`config.mk`:
```
export PLATFORM = sky130hd
export DESIGN_NAME = iic_byte_master
export DESIGN_NICKNAME = d
export VERILOG_FILES = /design/src/rtl/iic_pkg.sv /design/src/rtl/iic_qtick.sv /design/src/rtl/iic_busmon.sv /design/src/rtl/iic_engine.sv /design/src/rtl/iic_byte_master.sv
export SDC_FILE = /design/constraint.sdc
export NUM_CORES = 1
export LEC_CHECK = 0
export BUFFER_PORTS_ARGS = -buffer_cell sky130_fd_sc_hd__buf_2
export CAP_MARGIN = 10
export CORE_UTILIZATION = 55
export CTS_CLUSTER_SIZE = 25
export DETAILED_ROUTE_END_ITERATION = 12
export HOLD_SLACK_MARGIN = 0.1
export PLACE_DENSITY_LB_ADDON = 0.05
export SYNTH_ARGS = -nofsm -noshare
export SYNTH_HDL_FRONTEND = slang
export SYNTH_HIERARCHICAL = 1
export SYNTH_SLANG_ARGS = --single-unit
```
`constraint.sdc`:
```
create_clock -name clk -period 2.95 [get_ports clk]
set_input_delay 0.295 -clock clk [delete_from_list [all_inputs] [get_ports clk]]
set_output_delay 0.295 -clock clk [all_outputs]
set_load 0.05 [all_outputs]
```
`src/rtl/iic_pkg.sv`:
```
package iic_pkg;
  localparam int CB_EN   = 7;
  localparam int CB_MS   = 5;
  localparam int CB_TX   = 4;
  localparam int CB_AK   = 3;
  localparam int CB_RS   = 2;
  localparam int SB_TCF  = 7;
  localparam int SB_BSY  = 5;
  localparam int SB_AL   = 4;
  localparam int SB_IF   = 1;
  localparam int SB_RXAK = 0;
  localparam int BYTE_BITS = 8;
  localparam logic [7:0] CTRL_KEEP = 8'hB8;

  typedef enum logic [1:0] {OP_START, OP_RSTART, OP_STOP, OP_BYTE} iic_op_e;
  typedef enum logic [1:0] {ES_IDLE, ES_HOLD, ES_SEQ, ES_BIT} eng_st_e;
endpackage

```
`src/rtl/iic_qtick.sv`:
```
module iic_qtick #(
  parameter int DIV_W = 8
) (
  input  logic             clk,
  input  logic             rst,
  input  logic             clr,
  input  logic [DIV_W-1:0] div,
  output logic             tick
);
  logic [DIV_W-1:0] cnt;

  always_ff @(posedge clk) begin
    if (rst || clr) begin
      cnt  <= '0;
      tick <= 1'b0;
    end else if (cnt >= div) begin
      cnt  <= '0;
      tick <= 1'b1;
    end else begin
      cnt  <= cnt + 1'b1;
      tick <= 1'b0;
    end
  end
endmodule

```
`src/rtl/iic_busmon.sv`:
```
module iic_busmon #(
  parameter int SYNC = 2
) (
  input  logic clk,
  input  logic rst,
  input  logic scl_in,
  input  logic sda_in,
  output logic scl_s,
  output logic sda_s,
  output logic busy
);
  logic [SYNC-1:0] scl_q, sda_q;
  logic sda_prev;

  assign scl_s = scl_q[SYNC-1];
  assign sda_s = sda_q[SYNC-1];

  always_ff @(posedge clk) begin
    if (rst) begin
      scl_q    <= '1;
      sda_q    <= '1;
      sda_prev <= 1'b1;
      busy     <= 1'b0;
    end else begin
      scl_q    <= {scl_q[SYNC-2:0], scl_in};
      sda_q    <= {sda_q[SYNC-2:0], sda_in};
      sda_prev <= sda_s;
      if (scl_s && sda_prev && !sda_s)
        busy <= 1'b1;
      else if (scl_s && !sda_prev && sda_s)
        busy <= 1'b0;
    end
  end
endmodule

```
`src/rtl/iic_engine.sv`:
```
module iic_engine
  import iic_pkg::*;
#(
  parameter int DIV_W = 8
) (
  input  logic             clk,
  input  logic             rst,
  input  logic             clr,
  input  logic [DIV_W-1:0] div,
  input  logic             op_go,
  input  iic_op_e          op_kind,
  input  logic             op_tx,
  input  logic             op_nack,
  input  logic [7:0]       op_byte,
  input  logic             sda_s,
  output logic             idle,
  output logic             hold,
  output logic             in_bit,
  output logic             byte_done,
  output logic             arb_lost,
  output logic             rx_ack,
  output logic [7:0]       shreg,
  output logic             scl_oe,
  output logic             sda_oe
);
  localparam int BN_W = $clog2(BYTE_BITS + 1);

  eng_st_e   st;
  iic_op_e   cur_op;
  logic [1:0] phase;
  logic [BN_W-1:0] bitn;
  logic tx_q, nack_q, tick, last_bit;

  assign idle     = (st == ES_IDLE);
  assign hold     = (st == ES_HOLD);
  assign in_bit   = (st == ES_BIT);
  assign last_bit = (bitn == BN_W'(BYTE_BITS));

  iic_qtick #(.DIV_W(DIV_W)) u_tick (
    .clk (clk),
    .rst (rst),
    .clr (op_go | clr),
    .div (div),
    .tick(tick)
  );

  always_ff @(posedge clk) begin
    if (rst || clr) begin
      st        <= ES_IDLE;
      cur_op    <= OP_START;
      phase     <= '0;
      bitn      <= '0;
      tx_q      <= 1'b0;
      nack_q    <= 1'b0;
      shreg     <= '0;
      rx_ack    <= 1'b0;
      scl_oe    <= 1'b0;
      sda_oe    <= 1'b0;
      byte_done <= 1'b0;
      arb_lost  <= 1'b0;
    end else begin
      byte_done <= 1'b0;
      arb_lost  <= 1'b0;
      case (st)
        ES_IDLE, ES_HOLD: begin
          if (op_go) begin
            cur_op <= op_kind;
            phase  <= '0;
            bitn   <= '0;
            tx_q   <= op_tx;
            nack_q <= op_nack;
            if (op_kind == OP_BYTE) begin
              st    <= ES_BIT;
              shreg <= op_byte;
            end else begin
              st <= ES_SEQ;
            end
          end
        end
        ES_SEQ: begin
          if (tick) begin
            phase <= phase + 1'b1;
            case (phase)
              2'd0: begin
                if (cur_op == OP_RSTART) sda_oe <= 1'b0;
                if (cur_op == OP_STOP)   sda_oe <= 1'b1;
              end
              2'd1: begin
                if (cur_op == OP_START) sda_oe <= 1'b1;
                else                    scl_oe <= 1'b0;
              end
              2'd2: begin
                if (cur_op == OP_RSTART) sda_oe <= 1'b1;
                if (cur_op == OP_STOP)   sda_oe <= 1'b0;
              end
              default: begin
                if (cur_op == OP_STOP) begin
                  st <= ES_IDLE;
                end else begin
                  scl_oe <= 1'b1;
                  st     <= ES_HOLD;
                end
              end
            endcase
          end
        end
        default: begin
          if (tick) begin
            phase <= phase + 1'b1;
            case (phase)
              2'd0: sda_oe <= last_bit ? (!tx_q && !nack_q) : (tx_q && !shreg[7]);
              2'd1: scl_oe <= 1'b0;
              2'd2: begin
                if (!last_bit) begin
                  if (tx_q && shreg[7] && !sda_s) begin
                    st       <= ES_IDLE;
                    scl_oe   <= 1'b0;
                    sda_oe   <= 1'b0;
                    arb_lost <= 1'b1;
                  end else begin
                    shreg <= {shreg[6:0], sda_s};
                  end
                end else if (tx_q) begin
                  rx_ack <= sda_s;
                end
              end
              default: begin
                scl_oe <= 1'b1;
                if (last_bit) begin
                  st        <= ES_HOLD;
                  byte_done <= 1'b1;
                end else begin
                  bitn <= bitn + 1'b1;
                end
              end
            endcase
          end
        end
      endcase
    end
  end
endmodule

```
`src/rtl/iic_byte_master.sv`:
```
module iic_byte_master
  import iic_pkg::*;
#(
  parameter bit ENABLE_INV = 1'b0,
  parameter bit STATUS_W1C = 1'b1,
  parameter int DIV_W      = 8,
  parameter int SYNC       = 2,
  parameter logic [DIV_W-1:0] DIV_RST = DIV_W'(15)
) (
  input  logic       clk,
  input  logic       rst,
  input  logic       reg_wr,
  input  logic       reg_rd,
  input  logic [2:0] reg_addr,
  input  logic [7:0] reg_wdata,
  output logic [7:0] reg_rdata,
  input  logic       scl_in,
  input  logic       sda_in,
  output logic       scl_oe,
  output logic       sda_oe
);
  localparam logic [2:0] A_CTRL = 3'd0;
  localparam logic [2:0] A_STAT = 3'd1;
  localparam logic [2:0] A_DATA = 3'd2;
  localparam logic [2:0] A_DIV  = 3'd3;
  localparam logic [2:0] A_OWN  = 3'd4;
  localparam logic [2:0] A_SAMP = 3'd5;

  logic [7:0] ctrl_q, data_q, own_q, samp_q;
  logic [DIV_W-1:0] div_q;
  logic st_al, st_mif, last_tx;
  logic pend_start, pend_stop, pend_rs, pend_byte, pend_tx;
  logic en_q, en_new, wr_ctrl, dis_wr, eng_clr;
  logic scl_s, sda_s, busy;
  logic eng_idle, eng_hold, in_bit, byte_done, arb_lost, rx_ack;
  logic [7:0] rx_byte;
  logic go;
  iic_op_e go_op;

  assign en_q    = ctrl_q[CB_EN] ^ ENABLE_INV;
  assign en_new  = reg_wdata[CB_EN] ^ ENABLE_INV;
  assign wr_ctrl = reg_wr && (reg_addr == A_CTRL);
  assign dis_wr  = wr_ctrl && !en_new;
  assign eng_clr = dis_wr || !en_q;

  iic_busmon #(.SYNC(SYNC)) u_mon (
    .clk(clk), .rst(rst), .scl_in(scl_in), .sda_in(sda_in),
    .scl_s(scl_s), .sda_s(sda_s), .busy(busy)
  );

  always_comb begin
    go    = 1'b0;
    go_op = OP_BYTE;
    if (eng_idle && pend_start) begin
      go    = 1'b1;
      go_op = OP_START;
    end else if (eng_hold) begin
      if (pend_stop) begin
        go = 1'b1; go_op = OP_STOP;
      end else if (pend_rs) begin
        go = 1'b1; go_op = OP_RSTART;
      end else if (pend_byte) begin
        go = 1'b1; go_op = OP_BYTE;
      end
    end
  end

  iic_engine #(.DIV_W(DIV_W)) u_eng (
    .clk(clk), .rst(rst), .clr(eng_clr), .div(div_q),
    .op_go(go), .op_kind(go_op), .op_tx(pend_tx), .op_nack(ctrl_q[CB_AK]),
    .op_byte(data_q), .sda_s(sda_s),
    .idle(eng_idle), .hold(eng_hold), .in_bit(in_bit),
    .byte_done(byte_done), .arb_lost(arb_lost), .rx_ack(rx_ack),
    .shreg(rx_byte), .scl_oe(scl_oe), .sda_oe(sda_oe)
  );

  always_ff @(posedge clk) begin
    if (rst) begin
      ctrl_q <= '0; data_q <= '0; own_q <= '0; samp_q <= '0; div_q <= DIV_RST;
      st_al <= 1'b0; st_mif <= 1'b0; last_tx <= 1'b0;
      pend_start <= 1'b0; pend_stop <= 1'b0; pend_rs <= 1'b0;
      pend_byte <= 1'b0; pend_tx <= 1'b0;
      reg_rdata <= '0;
    end else begin
      if (go) begin
        last_tx <= pend_tx;
        case (go_op)
          OP_START:  pend_start <= 1'b0;
          OP_STOP:   pend_stop  <= 1'b0;
          OP_RSTART: pend_rs    <= 1'b0;
          default:   pend_byte  <= 1'b0;
        endcase
      end
      if (eng_idle && !pend_start) begin
        pend_stop <= 1'b0; pend_rs <= 1'b0; pend_byte <= 1'b0;
      end

      if (reg_wr) begin
        case (reg_addr)
          A_CTRL: begin
            ctrl_q <= reg_wdata & CTRL_KEEP;
            if (!en_new) begin
              ctrl_q[CB_MS] <= 1'b0;
              pend_start <= 1'b0; pend_stop <= 1'b0;
              pend_rs <= 1'b0; pend_byte <= 1'b0;
            end else begin
              if (reg_wdata[CB_MS] && !ctrl_q[CB_MS]) begin
                if (busy) begin
                  st_al <= 1'b1; st_mif <= 1'b1; ctrl_q[CB_MS] <= 1'b0;
                end else begin
                  pend_start <= 1'b1;
                end
              end
              if (!reg_wdata[CB_MS] && ctrl_q[CB_MS]) pend_stop <= 1'b1;
              if (reg_wdata[CB_RS] && reg_wdata[CB_MS] && ctrl_q[CB_MS]) pend_rs <= 1'b1;
            end
          end
          A_STAT: begin
            if (reg_wdata[SB_AL] == STATUS_W1C) st_al  <= 1'b0;
            if (reg_wdata[SB_IF] == STATUS_W1C) st_mif <= 1'b0;
          end
          A_DATA: begin
            data_q <= reg_wdata;
            if (en_q && ctrl_q[CB_MS] && ctrl_q[CB_TX]) begin
              pend_byte <= 1'b1; pend_tx <= 1'b1;
            end
          end
          A_DIV:  div_q  <= reg_wdata[DIV_W-1:0];
          A_OWN:  own_q  <= reg_wdata;
          A_SAMP: samp_q <= reg_wdata;
          default: ;
        endcase
      end
      if (reg_rd && reg_addr == A_DATA && en_q && ctrl_q[CB_MS] && !ctrl_q[CB_TX]) begin
        pend_byte <= 1'b1; pend_tx <= 1'b0;
      end

      if (byte_done) begin
        st_mif <= 1'b1;
        if (!last_tx) data_q <= rx_byte;
      end
      if (arb_lost) begin
        st_al <= 1'b1; st_mif <= 1'b1; ctrl_q[CB_MS] <= 1'b0;
        pend_stop <= 1'b0; pend_rs <= 1'b0; pend_byte <= 1'b0;
      end

      if (reg_rd) begin
        case (reg_addr)
          A_CTRL: reg_rdata <= ctrl_q;
          A_STAT: reg_rdata <= {!in_bit, 1'b0, busy, st_al, 2'b00, st_mif, rx_ack};
          A_DATA: reg_rdata <= data_q;
          A_DIV:  reg_rdata <= 8'(div_q);
          A_OWN:  reg_rdata <= own_q;
          A_SAMP: reg_rdata <= samp_q;
          default: reg_rdata <= '0;
        endcase
      end
    end
  end
endmodule

```
==> flow_summary.toml <==
[run_status]
outcome = "complete, no violations"

[placement]
hpwl_mm = 8.347
gp_congestion = 0.8827
port_buffers = 26
dp.cells = 670

[sta]
setup_viol = 0
slew_headroom = 0.5714
hold_violations = 0
fmax_mhz = 446.8
grt_setup_unrepaired = "false"
post-route-min-period_ns = 2.238
fin_skew_ns = 0.01076
period_share = 0.7587
tns_ns = 0
finalMaxSlewViolations = 0
worst_slew_pin_slew_ns = 0.6406

[power]
p_sw_uw = 634.0
leakage_uw = 0.001882
pwr-share-seq = 0.559
peakVddDrop_uv = 300.6
combinationalPowerShare = 0.075
p_sw_frac = 0.2773
power.internal_uw = 1652
powerDensity_mw_per_mm2 = 437.0
clkPwrFrac = 0.365

[grt]
grt_pass1_wl_mm = 18.70
track_usage = 0.2688
antenna_found_initial = 0
grt_max_degree = 33
grt_pass1_vias = 3797
grt_overflow = 0

[worst_setup_path]
cp_common_cell = "nor2b_1"
crit_buf_inv = 1
critPathMaxStageDelay_ns = 0.51
r2r-start = "u_eng/st[0]"
path_delay_family = "simple AND/OR/NAND/NOR gates"
crit_start = "u_eng/st[0]"
cp.required_ns = 3.25
criticalPathCategory = "reg2reg"
cp-start-kind = "flip-flop"
path_cells = "nor2b_1 -> a22oi_1 -> nand2_1 -> nor2b_1 -> a21oi_2 -> buf_4 -> or4_1 -> a21boi_1"
arrival_ns = 2.54
cp_slowest_cell = "or4_1"
reg2reg_to = "u_eng/bitn[3]"
rrSetupSlack_ns = 0.71
path_max_fanout = 21
worst_r2r_path_depth = 8
worstSetupEndpointType = "flip-flop"

[layout]
drive_above_1_share = 0.1492
fin_nets = 615
num-fill-cells = 773
n_antenna_cell = 0
regArea_mm2 = 0.001842
final_cell_mix = "dfxtp_1, nand2_1, a21oi_1"
final_cells = 688
multi_input_area_mm2 = 0.002741
layout_commonest_cell = "dfxtp_1"
area_growth_pct = 7.869

[yosys]
yosysWarnings = 6
synthFlopType = "dfxtp_1"
syn_avg_cell_area_um2 = 8.629
synthArstFlopShare = 0
ys_seq_elements = 92
ys_types = 76
syn-instance-count = 562
yosysSeqAreaShare = 0.3798
syn-num-nets = 599
synth_area_mm2 = 0.004850
synth-edff-count = 0

[flow_run]
max_cap_viol_count = 0

[die]
num_rows = 33
die_height_um = 95.90
dieArea_mm2 = 0.009197
io_pins = 27
die_x_um = 95.90
start_util = 0.5786
core_mm2 = 0.008382

[hold_path]
hold_path_class = "in2reg"
hold-path-endpoint = "samp_q[1]"
hold_start = "reg_wdata[1]"
hold_depth = 3

[routing]
drt_pre_antenna_iters = 5
via_per_inst = 5.948
wire_per_inst_um = 16.70
routed_wl_mm = 11.49
route.detailed.drc = 0
first_iter_violations = 236
num_vias = 4092
detail-route-antenna-nets = 0

[clock_tree]
postCtsResizedCells = 0
root_buffer = "clkbuf_8"
cts.htree.levels = 3
path_clk_slew_ns = 0.10
clockBufferDepth = 2
cts_setup_buffers = 0
ctsHoldBuffers = 2
cts_tree = "built"
clkLatencyLatePin_ns = 0.37
cts_buffers = 9
cts.sinks = 92
## power by group through the flow
stage / clock (uW) / sequential, uW / combinational (uW)
2_1_floorplan: 0 / 1320 / 106
3_3_place_gp: 0 / 1310 / 166
3_5_place_dp: 0 / 1310 / 169
4_1_cts: 862 / 1280 / 171
5_1_grt: 911 / 1280 / 189
6_report: 835 / 1280 / 172
## stage by stage
step                      utilization  hold WS [ns]  area [um2]  setup slack (ns)  total power (uW)
after detailed placement       0.5986        0.3989        5017            0.7666              1476
after CTS                      0.6241        0.1901        5231            0.7276              2312
final                          0.6241        0.1997        5231            0.7118              2286
after global routing           0.6241        0.1971        5231            0.5359              2382
after floorplan                     -        0.3641        4850            0.5411              1423
after global placement         0.5986        0.3922        5017            0.8618              1472
## flip-flops by register name (all words and copies together), names as in the netlist, 4 cells and up
register / flops
u_eng/bitn: 4
own_q: 8
div_q: 8
ctrl_q: 4
u_eng/shreg: 8
data_q: 8
u_eng/u_tick/cnt: 8
reg_rdata: 8
samp_q: 8
## cell families (layout without fill, tap and decap cells)
family | Yosys count | in the layout | synth area share
multiplexers | 41 | 41 | 0.08849
XOR/XNOR | 7 | 7 | 0.01264
buffers and inverters | 61 | 82 | 0.05495
flip-flops | 92 | 92 | 0.3798
adder cells (fa/ha/maj) | 20 | 20 | 0.05160
AO/OA/AOI/OAI | 133 | 133 | 0.1850
AND/OR/NAND/NOR | 208 | 208 | 0.2276
## worst max path at each step
| stage | cells past startpoint | end | slack [ns] |
|---|---|---|---|
| after floorplan | 10 | u_eng/u_tick/cnt[2] | 0.54 |
| after global placement | 8 | u_eng/bitn[3] | 0.86 |
| after detailed placement | 8 | u_eng/bitn[3] | 0.77 |
| after CTS | 8 | u_eng/bitn[3] | 0.73 |
| after global routing | 8 | u_eng/bitn[3] | 0.54 |
| final | 8 | u_eng/bitn[3] | 0.71 |
## cells in the mapped netlist, types with 4 or more instances
cell type / number / area (um2)
a211oi_1: 10 / 75.07
a21oi_1: 49 / 245.2
a31oi_1: 4 / 25.02
buf_2: 9 / 45.04
clkbuf_1: 15 / 56.30
dfxtp_1: 92 / 1842
ha_1: 20 / 250.2
inv_1: 30 / 112.6
mux2_2: 5 / 56.30
mux2i_1: 35 / 350.3
nand2_1: 70 / 262.8
nand2b_1: 10 / 62.56
nand3_1: 12 / 60.06
nand3b_1: 7 / 52.55
nand4_1: 6 / 37.54
nor2_1: 41 / 153.9
nor2b_1: 8 / 50.05
nor3_1: 9 / 45.04
nor3_2: 8 / 80.08
o21ai_0: 23 / 115.1
o221ai_1: 4 / 35.03
or2_2: 7 / 43.79
or3_1: 10 / 62.56
xor2_1: 5 / 43.79
## per-layer routing
| metal | GRT usage | share of wire | vias to the layer above |
|---|---|---|---|
| li1 | - | - | 2024 |
| met1 | 0.3659 | 0.46 | 1947 |
| met2 | 0.4351 | 0.47 | 107 |
| met3 | 0.05371 | 0.059 | 14 |
| met4 | 0.06841 | 0.013 | 0 |
| met5 | 0 | 0 | - |
## worst min-delay path, cell delays in order
cell and delay [ns]:
buf_2 0.13, nand2_1 0.06, a21oi_1 0.05
## layout make-up
type	count	share of cell area
Clock inverter	7	0.01339
Timing Repair Buffer	36	0.04018
Tap cell	105	0.02511
Multi-Input combinational cell	409	0.5240
Sequential cell	92	0.3521
Inverter	30	0.02153
Clock buffer	9	0.02368
Note: power is estimated with default switching activity, not from simulation.
